===== config.mk =====
export PLATFORM = sky130hd
export DESIGN_NAME = sdesc_top
export DESIGN_NICKNAME = d
export VERILOG_FILES = /design/src/rtl/sdesc_pkg.sv /design/src/rtl/sdesc_unscramble.sv /design/src/rtl/sdesc_nrzi.sv /design/src/rtl/sdesc_top.sv
export SDC_FILE = /design/constraint.sdc
export NUM_CORES = 1
export LEC_CHECK = 0
export ABC_AREA = 0
export BUFFER_PORTS_ARGS = -buffer_cell sky130_fd_sc_hd__buf_2
export CAP_MARGIN = 20
export CORE_ASPECT_RATIO = 1.4
export CORE_MARGIN = 2
export CORE_UTILIZATION = 48
export DETAILED_ROUTE_END_ITERATION = 12
export PLACE_DENSITY = 0.74
export SYNTH_ARGS = -nofsm -noshare
export SYNTH_HDL_FRONTEND = slang
export SYNTH_SLANG_ARGS = --single-unit

===== constraint.sdc =====
create_clock -name clk -period 1.55 [get_ports clk]
set_clock_uncertainty 0.1 [all_clocks]
set_input_delay 0.31 -clock clk [delete_from_list [all_inputs] [get_ports clk]]
set_output_delay 0.31 -clock clk [all_outputs]
set_load 0.005 [all_outputs]

===== src/rtl/sdesc_pkg.sv =====
package sdesc_pkg;
  localparam int CHAR_W  = 10;
  localparam int SCR_LEN = 9;
  localparam int SCR_TAP = 4;
  typedef logic [CHAR_W-1:0] char_t;
endpackage


===== src/rtl/sdesc_unscramble.sv =====
// Unrolled self-synchronizing descrambler: W bits per clock, history of
// HIST_LEN scrambled bits carried across characters. Bit 0 is earliest.
module sdesc_unscramble #(
  parameter int W        = 10,
  parameter int HIST_LEN = 9,
  parameter int TAP      = 4
) (
  input  logic         clk,
  input  logic         rst_n,
  input  logic         adv,
  input  logic [W-1:0] s_in,
  output logic [W-1:0] d_out
);
  localparam int EXT_W = W + HIST_LEN;

  // hist[HIST_LEN-1] is the most recent scrambled bit, hist[0] the oldest
  logic [HIST_LEN-1:0] hist;
  logic [EXT_W-1:0]    ext;

  assign ext = {s_in, hist};

  for (genvar i = 0; i < W; i++) begin : g_bit
    assign d_out[i] = ext[HIST_LEN+i] ^ ext[HIST_LEN+i-TAP] ^ ext[i];
  end

  always_ff @(posedge clk) begin
    if (!rst_n)   hist <= '0;
    else if (adv) hist <= ext[EXT_W-1 -: HIST_LEN];
  end


  hist_newest_chk: assert property (@(posedge clk) disable iff (!rst_n)
    adv |=> hist[HIST_LEN-1] == $past(s_in[W-1]));


  hist_hold_chk: assert property (@(posedge clk) disable iff (!rst_n)
    !adv |=> $stable(hist));
endmodule


===== src/rtl/sdesc_nrzi.sv =====
// Unrolled NRZI-to-NRZ decoder with one bit of memory between characters.
module sdesc_nrzi #(
  parameter int W = 10
) (
  input  logic         clk,
  input  logic         rst_n,
  input  logic         adv,
  input  logic [W-1:0] d_in,
  output logic [W-1:0] y_out
);
  logic         prev;
  logic [W:0]   ext;

  assign ext = {d_in, prev};

  for (genvar i = 0; i < W; i++) begin : g_bit
    assign y_out[i] = ext[i+1] ^ ext[i];
  end

  always_ff @(posedge clk) begin
    if (!rst_n)   prev <= 1'b0;
    else if (adv) prev <= d_in[W-1];
  end


  prev_track_chk: assert property (@(posedge clk) disable iff (!rst_n)
    adv |=> prev == $past(d_in[W-1]));


  prev_hold_chk: assert property (@(posedge clk) disable iff (!rst_n)
    !adv |=> $stable(prev));
endmodule


===== src/rtl/sdesc_top.sv =====
module sdesc_top
  import sdesc_pkg::*;
#(
  parameter int W        = CHAR_W,
  parameter int HIST_LEN = SCR_LEN,
  parameter int TAP      = SCR_TAP
) (
  input  logic         clk,
  input  logic         rst_n,
  input  logic [W-1:0] data_in,
  input  logic         valid_in,
  output logic         in_ready,
  input  logic         bypass,
  output logic [W-1:0] data_out,
  output logic         valid_out,
  input  logic         out_ready
);
  logic         take;
  logic [W-1:0] descr;
  logic [W-1:0] nrz;

  assign in_ready = !valid_out || out_ready;
  assign take     = valid_in && in_ready;

  sdesc_unscramble #(.W(W), .HIST_LEN(HIST_LEN), .TAP(TAP)) u_unscr (
    .clk   (clk),
    .rst_n (rst_n),
    .adv   (take),
    .s_in  (data_in),
    .d_out (descr)
  );

  sdesc_nrzi #(.W(W)) u_nrzi (
    .clk   (clk),
    .rst_n (rst_n),
    .adv   (take),
    .d_in  (descr),
    .y_out (nrz)
  );

  always_ff @(posedge clk) begin
    if (!rst_n) begin
      valid_out <= 1'b0;
      data_out  <= '0;
    end else if (take) begin
      valid_out <= 1'b1;
      data_out  <= bypass ? data_in : nrz;
    end else if (out_ready) begin
      valid_out <= 1'b0;
    end
  end


  stall_hold_chk: assert property (@(posedge clk) disable iff (!rst_n)
    valid_out && !out_ready |=> valid_out && $stable(data_out));


  bypass_raw_chk: assert property (@(posedge clk) disable iff (!rst_n)
    valid_in && in_ready && bypass |=> data_out == $past(data_in));


  one_cycle_chk: assert property (@(posedge clk) disable iff (!rst_n)
    valid_in && in_ready |=> valid_out);


  drain_chk: assert property (@(posedge clk) disable iff (!rst_n)
    !valid_in && out_ready |=> !valid_out);
endmodule


# Word level (Yosys, flattened, before mapping)
# Index checks and enable logic that the tools add are counted.
[op_classes]
addsub = 0
n_eq_ne = 0
bitwise = 30
div_mod_pow = 0
n_reduce_logical = 4
muxes = 3
shift = 0
mul = 0
n_lt_le_gt_ge = 0
[ops]
columns = ["op", "count"]
rows = [
  ["bitwise XOR 1 bit", 30],
  ["2-to-1 mux 10 bit", 1],
  ["2-to-1 mux 1 bit", 2],
  ["nonzero test 2 bit", 1],
  ["logical AND 1 bit", 1],
  ["logical NOT 1 bit", 1],
  ["logical OR 1 bit", 1],
]
[word_totals]
ramBits = 0
register_bits = 21
memories = 0
out_inout_bits = 12
rom_bits = 0
wordCells = 41
latch_bits = 0

# Longest topological paths before layout
# Gate-level depths: netlist of run 1.
[logic_depth]
ltp_word = 4
mapped_depth = 5
depth_no_buf = 4

# Modules after synthesis
# A second synthesis of run 1 with hierarchy kept.
[hier_totals]
cells_unflattened = 111
area_unflattened_um2 = 1173.6
[by_module_without_submodules]
columns = ["module", "area_each_um2", "n_inst", "cells_each"]
rows = [
  ["sdesc_top", 536.8, 1, 50],
  ["sdesc_unscramble", 513.0, 1, 48],
  ["sdesc_nrzi", 123.9, 1, 13],
]

# Worst setup path before layout of run 1
# No wires, ideal clock.
[synth_timing]
path_type = "reg2reg"
from = "register u_unscr.hist[5]"
to = "register data_out[0]"
setup_slack_ps = 110
path_stages_with_launch = 4
required_time_ps = 1359
arrival_time_ps = 1249
period_less_slack_ps = 1440
setup_time_ps = 91
n_path_buf = 0
cell_sequence = "dfxtp_1 > xnor3_1 > or3_1 > a311oi_1"
[synth_via]
elab_chain_len = 4
[synth_lines]
columns = ["item", "line", "text"]
rows = [
  ["from (decl)", "sdesc_unscramble.sv:17", "logic [HIST_LEN-1:0] hist;"],
  ["from (signal assigned)", "sdesc_unscramble.sv:28", "else if (adv) hist <= ext[EXT_W-1 -: HIST_LEN];"],
  ["bitwise XOR 1 bit (2 in series)", "sdesc_unscramble.sv:23", "assign d_out[i] = ext[HIST_LEN+i] ^ ext[HIST_LEN+i-TAP] ^ ext[i];"],
  ["bitwise XOR 1 bit", "sdesc_nrzi.sv:17", "assign y_out[i] = ext[i+1] ^ ext[i];"],
  ["2-to-1 mux 10 bit", "sdesc_top.sv:47", "data_out <= bypass ? data_in : nrz;"],
  ["to (signal assigned)", "sdesc_top.sv:47", ""],
  ["to (decl)", "sdesc_top.sv:14", "output logic [W-1:0] data_out,"],
]
# No other way between the ends.
# A chain may end at the register's enable or synchronous reset.

# Final worst setup path of run 1
[layout_timing]
from = "register valid_out"
to = "output in_ready"
[layout_via]
elab_chain_len = 2
[layout_lines]
columns = ["item", "line", "text"]
rows = [
  ["from (decl)", "sdesc_top.sv:15", "output logic valid_out,"],
  ["from (signal assigned)", "sdesc_top.sv:43", "valid_out <= 1'b0;"],
  ["from (signal assigned)", "sdesc_top.sv:46", "valid_out <= 1'b1;"],
  ["from (signal assigned)", "sdesc_top.sv:49", "valid_out <= 1'b0;"],
  ["logical NOT 1 bit", "sdesc_top.sv:22", "assign in_ready = !valid_out || out_ready;"],
  ["logical OR 1 bit", "sdesc_top.sv:22", ""],
  ["to (decl)", "sdesc_top.sv:12", "output logic in_ready,"],
]
# No other way between the ends.

==> results of run 1 <==
==> state kept, by name, indices dropped and copies added (netlist names) <==
register,cells
u_nrzi.prev,1
u_unscr.hist,9
valid_out,1
data_out,10
==> worst min path at each step <==
stage	cells past startpoint	slack, ps	endpoint	start
5_1_grt	3	190	u_unscr.hist[4]$_SDFFE_PN0P_	data_in[5]
3_5_place_dp	2	410	data_out[3]$_SDFFE_PN0P_	data_out[3]$_SDFFE_PN0P_
6_report	3	160	u_unscr.hist[6]$_SDFFE_PN0P_	data_in[7]
3_3_place_gp	2	400	data_out[6]$_SDFFE_PN0P_	data_out[6]$_SDFFE_PN0P_
2_1_floorplan	2	360	data_out[0]$_SDFFE_PN0P_	rst_n
4_1_cts	3	160	u_unscr.hist[6]$_SDFFE_PN0P_	data_in[7]
==> per-layer routing <==
| metal | vias up | GRT usage [%] |
|---|---|---|
| li1 | 563 | - |
| met1 | 555 | 29.56 |
| met2 | 24 | 36.83 |
| met3 | 9 | 2.747 |
| met4 | 0 | 12.16 |
| met5 | - | 0 |
==> worst max-delay path: cells and delay by family, from the launching register on <==
family / cells / cell delay [ps]
flip-flops: 1 / 340
AND/OR/NAND/NOR: 1 / 190
buffers and inverters: 2 / 210
==> synth_stat cells <==
cell / instances
dfxtp_1: 21
nand3_1: 18
xnor2_1: 12
a21oi_1: 11
xnor3_1: 11
clkbuf_1: 10
o21ai_0: 10
and3_1: 9
nand2_1: 9
o221ai_1: 9
xor2_1: 5
inv_1: 3
a21boi_0: 1
a311oi_1: 1
buf_1: 1
clkbuf_2: 1
nor2_1: 1
nor2b_1: 1
nor3_1: 1
o21a_1: 1
or3_1: 1
or4_1: 1
==> cell type report <==
type / count / share of cell area (%)
sequential: 21 / 26.85
timing repair buffer: 42 / 15.94
clock buffer: 4 / 1.673
inverter: 3 / 0.7171
tap: 36 / 2.869
multi-input combinational: 102 / 51.95
==> what timing repair did <==
action / CTS / global route
resized for setup: 0 / 3
setup endpoints to repair: 0 / 3
setup buffers: 0 / 0
==> through the flow <==
step,util (%),hold WS [ps]
3_5_place_dp,59.53,412.3
2_1_floorplan,-,355.9
3_3_place_gp,59.53,399.7
4_1_cts,60.54,158.7
5_1_grt,60.69,194.2
6_report,60.69,161.6
==> power groups by stage <==
stage          Combinational [uW]  Sequential, uW  Clock (uW)
2_1_floorplan                 279             628           0
3_3_place_gp                  413             625           0
4_1_cts                       423             615         279
5_1_grt                       457             623         301
3_5_place_dp                  422             627           0
6_report                      421             616         272
==> cell families (layout without fill, tap and decap cells) <==
kind of cell / after synthesis / count (layout) / share of synthesized area [%]
flops: 21 / 21 / 32.56
simple gates: 41 / 41 / 16.18
buf+inv: 15 / 49 / 4.457
xor+xnor: 28 / 28 / 30.72
compound gates: 33 / 33 / 16.09
==> results_dict.tcl, run 1 <==
set metrics [dict create \
    stdcell_area_um2 1570 \
    tns_ps 0 \
    ff_latch_area_um2 421.7 \
    power.internal_uw 932.2 \
    grt_use_total_pct 23.21 \
    timing.critical_path.to "in_ready" \
    cts_buffer_depth 2 \
    max-cap-violations 0 \
    antenna_found_initial 0 \
    switching_share_pct 28.75 \
    clock_sinks 21 \
    antennaDiodeCount 0 \
    rsz0062_at_grt "no" \
    final.min_clock_period_ps 1461 \
    cp-end-kind "primary output" \
    yosysTopAreaCell "dfxtp_1" \
    start_util_pct 49.90 \
    maxSlewViolCount 0 \
    cp-start-kind "flip-flop" \
    worstMarginPinSlew_ps 223.4 \
    p_clk_share_pct 20.8 \
    r2r-start "u_unscr.hist[5]$_SDFFE_PN0P_" \
    routed_wirelength_um 3181 \
    p_leak_uw 0.0007383 \
    relSlewSlack_pct 85.00 \
    worst_path_largest_cell_delay_ps 340 \
    io_pins 27 \
    syn_area_um2 1291 \
    critPathLaunch "valid_out$_SDFFE_PN0P_" \
    overflow 0 \
    areaGrowthSynthToFinish_pct 21.61 \
    grt_max_degree 21 \
    period_share_pct 94.27 \
    fin_cells 208 \
    setup_slack_ps 88.89 \
    place_ws_ps 10.70 \
    cts_hold_buf 0 \
    cts_made_buffers 3 \
    top_layer_used "met4" \
    m1WireLength_um 1341 \
    ant_nets 0 \
    layout_commonest_cell "buf_2" \
    vias_per_cell 5.534 \
    num_vias 1151 \
    grt_pass1_vias 1111 \
    ir_drop_mv 0.5730 \
    portBuffers 26 \
    path_cells "nor2b_2, inv_2, buf_2" \
    critPathMaxFanout 6 \
    cts-root-buf "clkbuf_4" \
    setup_violations 0 \
    place_congestion 0.8413 \
    cts_tree "done" \
    dp.cells 204 \
    wl_met3_um 124 \
    rows 22 \
    clock.fmax_mhz 684.4 \
    reg2reg_to "data_out[0]$_SDFFE_PN0P_" \
    hold_viol 0 \
    total_power_uw 1308 \
    nNetsFinal 188 \
    yosysUniqueCellTypes 22 \
    dpl.hpwl_um 2336 \
    multi_input_area_um2 815.8 \
    hold_class "primary input to flip-flop" \
    crit_arrival_ps 1050 \
    synth-seq-cells 21 \
    powerDensity_nw_per_um2 833.2 \
    htreeDepth 1 \
    syn_inst 138 \
    p_seq_share_pct 47.0 \
    ys_warn_count 0 \
    synth_top_area_share_pct 32.56 \
    reg2reg_slack_ps 90 \
    drc 0 \
    ys_seq_area_share_pct 32.56 \
    combPwrFrac_pct 32.2 \
    grt_pass1_wl_um 5195 \
    dr.pass1.iters 4 \
    wire_per_inst_um 15.29 \
    p_switching_uw 376.2 \
    num-fill-cells 247 \
    syn_avg_cell_area_um2 9.357 \
    status "finished clean" \
    drive_gt1_share_pct 27.91 \
    path_class "flip-flop to primary output" \
    dieArea_um2 3127 \
    synth_nets 153 \
    crit_required_ps 1140 \
    place_area_um2 1540 \
    synth_area_leaders "dfxtp_1, xnor3_1, xnor2_1, nand3_1, o221ai_1" \
    fp.coreArea_um2 2587 \
    drtIter0Drc 49 \
    critPathSlowestCell "dfxtp_1" \
    die_h_um 65.37 \
    final_cell_mix "buf_2, dfxtp_1, nand3_1, buf_4, xnor2_1" \
    cts.clk_slew.worst_paths_ps 120 \
    reg2reg_depth 3 \
    dr_wl_met2_um 1637 \
    worstSkewPairLatency_ps 310 \
    die_x_um 47.84 \
]
(Power assumes the default switching activity.)
==> run 2: changes to the inputs <==
Settings changed: CTS_BUF_LIST from default to sky130_fd_sc_hd__clkbuf_4 sky130_fd_sc_hd__clkbuf_8 sky130_fd_sc_hd__clkbuf_16.
==> run 2 against run 1 <==
Against the previous run:
- wire length is 0.25% lower
- worst hold slack got worse by 4.6 ps
- die area did not move
- sequential share of layout area shrank 0.064 points
- total power grew 1.2%
- critical path type unchanged
==> results_dict.tcl, run 2 (synthesis results as in run 1) <==
set metrics [dict create \
    status "finished clean" \
    crit_arrival_ps 1050 \
    final_cell_mix "buf_2, dfxtp_1, nand3_1, buf_4, xnor2_1" \
    portBuffers 26 \
    setup_violations 0 \
    fp.coreArea_um2 2587 \
    grt_pass1_vias 1112 \
    largest_registers "data_out: 10 flops, u_unscr.hist: 9 flops" \
    combPwrFrac_pct 31.8 \
    areaGrowthSynthToFinish_pct 21.90 \
    drc 0 \
    r2r-start "u_unscr.hist[5]$_SDFFE_PN0P_" \
    relSlewSlack_pct 84.82 \
    p_clk_share_pct 21.7 \
    worst_path_largest_cell_delay_ps 340 \
    rsz0062_at_grt "no" \
    start_util_pct 49.90 \
    io_pins 27 \
    routed_wirelength_um 3173 \
    clock.fmax_mhz 686.4 \
    die_x_um 47.84 \
    cts_buffer_depth 2 \
    worstMarginPinSlew_ps 226.1 \
    hold_class "primary input to flip-flop" \
    num_vias 1176 \
    crit_family "flip-flops" \
    grt_max_degree 21 \
    cp-end-kind "primary output" \
    nNetsFinal 188 \
    maxSlewViolCount 0 \
    cts.clk_slew.worst_paths_ps 120 \
    worstSkewPairLatency_ps 310 \
    hold_viol 0 \
    period_share_pct 94.00 \
    total_power_uw 1324 \
    crit_required_ps 1140 \
    place_ws_ps 10.70 \
    drive_gt1_share_pct 28.49 \
    switching_share_pct 28.27 \
    power.internal_uw 949.7 \
    powerDensity_nw_per_um2 841.1 \
    ant_nets 0 \
    critPathMaxFanout 6 \
    ir_drop_mv 0.6249 \
    antennaDiodeCount 0 \
    worstHoldStart "data_in[7]" \
    largest_reg_flops 10 \
    critPathLaunch "valid_out$_SDFFE_PN0P_" \
    max-cap-violations 0 \
    critPathSlowestCell "dfxtp_1" \
    final.min_clock_period_ps 1457 \
    p_leak_uw 0.0007417 \
    rows 22 \
    largest-register "data_out" \
    p_seq_share_pct 46.5 \
    tns_ps 0 \
    holdWs_ps 157.0 \
    cts-root-buf "clkbuf_4" \
    vias_per_cell 5.654 \
    num-fill-cells 246 \
    path_cells "nor2b_2, inv_2, buf_2" \
    die_h_um 65.37 \
    cts_made_buffers 3 \
    overflow 0 \
    wire_per_inst_um 15.25 \
    drtIter0Drc 39 \
    clock_sinks 21 \
    path_class "flip-flop to primary output" \
    dieArea_um2 3127 \
    layout_commonest_cell "buf_2" \
    setup_slack_ps 93.04 \
    cts_tree "done" \
    grt_use_total_pct 23.10 \
    worst-path-buf-inv 2 \
    cts_hold_buf 0 \
    dpl.hpwl_um 2336 \
    p_switching_uw 374.2 \
    dr.pass1.iters 4 \
    cp-start-kind "flip-flop" \
    antenna_found_initial 0 \
    place_congestion 0.8413 \
    htreeDepth 1 \
    grt_pass1_wl_um 5147 \
]
run 2: final cells by class:
cell class                      count  area (um2)  share of cell area [%]
Sequential cell                    21       421.7                   26.79
Tap cell                           36       45.04                   2.862
Clock buffer                        4       30.03                   1.908
Timing Repair Buffer               42       250.2                   15.90
Multi-Input combinational cell    102       815.8                   51.83
Inverter                            3       11.26                  0.7154
run 2: what timing repair did:
| action | 4_1_cts | 5_1_grt |
|---|---|---|
| resized for setup | 0 | 3 |
| endpoints found under the setup margin | 0 | 3 |
| setup buffers | 0 | 0 |
run 2: path summary, 6_finish.rpt:
| check | to | slack [ps] | cells past startpoint |
|---|---|---|---|
| setup / recovery | in_ready | 90 | 3 |
| hold / removal | u_unscr.hist[6]$_SDFFE_PN0P_ | 160 | 3 |
| setup reg to reg | data_out[0]$_SDFFE_PN0P_ | 90 | 3 |
| hold reg to reg | data_out[7]$_SDFFE_PN0P_ | 420 | 2 |
run 2: power groups by stage:
stage / registers [uW] / clock network [uW] / logic, uW
2_1_floorplan: 628 / 0 / 279
3_3_place_gp: 625 / 0 / 413
3_5_place_dp: 627 / 0 / 422
4_1_cts: 615 / 298 / 423
5_1_grt: 623 / 317 / 457
6_report: 616 / 288 / 421
run 2: routing by layer:
| layer | up-vias | part of all wire (%) | GRT usage, % |
|---|---|---|---|
| met2 | 42 | 52 | 36.83 |
| li1 | 565 | - | - |
| met1 | 562 | 40 | 29.20 |
| met5 | - | 0 | 0 |
| met3 | 7 | 6.1 | 2.747 |
| met4 | 0 | 2.1 | 12.16 |
run 2: worst register-to-register path, stage by stage, from the launching register on:
cell and delay [ps]:
dfxtp_1 340, xnor3_1 390, or3_1 310, a311oi_1 220
run 2: per-stage QoR:
step,cell area [um2],cells,utilization (%)
floorplan,1291,138,-
global placement,1540,204,59.53
detailed placement,1540,204,59.53
CTS,1570,208,60.69
global route,1574,208,60.83
finish,1574,208,60.83
==> run 3: changes to the inputs <==
Settings changed: CORE_ASPECT_RATIO 1.4 to default, CORE_MARGIN 2 to 1.
==> run 3 against run 2 <==
Against the previous run:
- worst hold slack gained 30 ps
- core utilization rose by 2.8 points
- via count increased by 0.34%
==> results_dict.tcl, run 3 (synthesis results as in run 1) <==
set metrics [dict create \
    largest-register "data_out" \
    num-fill-cells 222 \
    place_congestion 0.8400 \
    layout_commonest_cell "buf_2" \
    maxSlewViolCount 0 \
    die_h_um 53.87 \
    total_power_uw 1326 \
    drc 0 \
    drive_gt1_share_pct 28.74 \
    postCtsSetupBuffers 0 \
    reg2reg_to "data_out[0]$_SDFFE_PN0P_" \
    tns_ps 0 \
    path_class "flip-flop to flip-flop" \
    period_share_pct 96.65 \
    start_util_pct 51.65 \
    clock_sinks 21 \
    path_cells "xnor3_1, or3_1, a311oi_1" \
    cts.clk_slew.worst_paths_ps 130 \
    cp-start-kind "flip-flop" \
    p_leak_uw 0.0007584 \
    cts_tree "done" \
    portBuffers 26 \
    whs_path_depth 3 \
    nNetsFinal 190 \
    dpl.hpwl_um 2315 \
    htreeDepth 1 \
    worst-path-buf-inv 0 \
    worst_path_largest_cell_delay_ps 390 \
    stdcell_area_um2 1590 \
    setup_violations 0 \
    grt_use_total_pct 25.30 \
    relSlewSlack_pct 84.61 \
    powerDensity_nw_per_um2 834.0 \
    io_pins 27 \
    cts-root-buf "clkbuf_4" \
    crit_required_ps 1680 \
    hold_viol 0 \
    hold_class "primary input to flip-flop" \
    cts_made_buffers 3 \
    grt_pass1_vias 1176 \
    rsz0062_at_grt "no" \
    fp.coreArea_um2 2500 \
    critPathSlowestCell "xnor3_1" \
    num_vias 1180 \
    routed_wirelength_um 3146 \
    status "finished clean" \
    fin_util_pct 63.61 \
    dieArea_um2 2901 \
    max-cap-violations 0 \
    critPathMaxFanout 2 \
    crit_arrival_ps 1630 \
    rows 18 \
    overflow 0 \
    final.min_clock_period_ps 1498 \
    place_ws_ps 6.162 \
    cp-end-kind "flip-flop" \
    vias_per_cell 5.784 \
    die_x_um 53.87 \
    grt_pass1_wl_um 5188 \
    clock.fmax_mhz 667.5 \
    worstSkewPairLatency_ps 310 \
    largest_registers "data_out: 10 flops, u_unscr.hist: 9 flops" \
    ir_drop_mv 0.5870 \
    reg2reg_depth 3 \
    final_cell_mix "buf_2, dfxtp_1, nand3_1, buf_4" \
    min_to "u_unscr.hist[6]$_SDFFE_PN0P_" \
    r2r-start "u_unscr.hist[5]$_SDFFE_PN0P_" \
    setup_slack_ps 51.95 \
    areaGrowthSynthToFinish_pct 23.16 \
    drtIter0Drc 31 \
    ant_nets 0 \
    dr.pass1.iters 4 \
    largest_reg_flops 10 \
    grt_max_degree 21 \
    wire_per_inst_um 15.42 \
    cts_buffer_depth 2 \
    antenna_found_initial 0 \
    crit_family "XOR/XNOR gates" \
    place_area_um2 1548 \
    worstMarginPinSlew_ps 229.2 \
    reg2reg_slack_ps 50 \
    antennaDiodeCount 0 \
    worstHoldStart "data_in[7]" \
]
==> run 3: area by class of cell <==
type | count | area [um2] | area share [%]
clock buffers | 3 | 22.52 | 1.416
clock inverters | 1 | 5.005 | 0.3147
inverters | 3 | 11.26 | 0.7081
multi-input cells | 102 | 828.3 | 52.08
flip-flops and latches | 21 | 420.4 | 26.44
well taps | 30 | 37.54 | 2.360
repair buffers | 44 | 265.3 | 16.68
==> run 3: report_power, final <==
part / internal, uW / switching, uW
Sequential: 586 / 29.7
Clock: 96.3 / 183
Combinational: 252 / 179
==> run 3: metal layers <==
layer	GRT usage, %	vias up	routed length (um)
li1	-	572	-
met3	3.390	7	165
met5	0	-	0
met4	10.53	0	57
met2	39.92	43	1510
met1	34.38	558	1412
==> run 3: stage by stage <==
step | hold WS, ps | instances
2_1_floorplan | 355.9 | 138
3_3_place_gp | 403.8 | 200
3_5_place_dp | 410.6 | 200
4_1_cts | 180.8 | 204
5_1_grt | 189.6 | 204
6_report | 187.0 | 204
==> run 3: repair_timing <==
action / 4_1_cts / 5_1_grt
resized for setup: 1 / 2
setup endpoints to repair: 1 / 2
hold buffers: 0 / 0
pin swaps: 0 / 0
==> run 3: how the worst max path moves through the flow <==
stage | cells after the start | slack [ps] | end | startpoint
2_1_floorplan | 3 | 110 | data_out[0]$_SDFFE_PN0P_ | u_unscr.hist[5]$_SDFFE_PN0P_
3_3_place_gp | 4 | 60 | data_out[6]$_SDFFE_PN0P_ | data_in[6]
3_5_place_dp | 4 | 6 | data_out[6]$_SDFFE_PN0P_ | data_in[6]
4_1_cts | 3 | 10 | in_ready | valid_out$_SDFFE_PN0P_
5_1_grt | 3 | 0.9 | in_ready | valid_out$_SDFFE_PN0P_
6_report | 3 | 50 | data_out[0]$_SDFFE_PN0P_ | u_unscr.hist[5]$_SDFFE_PN0P_
==> run 3: worst register-to-register path, stage by stage (launching register included) <==
cell	delay (ps)
dfxtp_1	350
xnor3_1	390
or3_1	320
a311oi_1	260
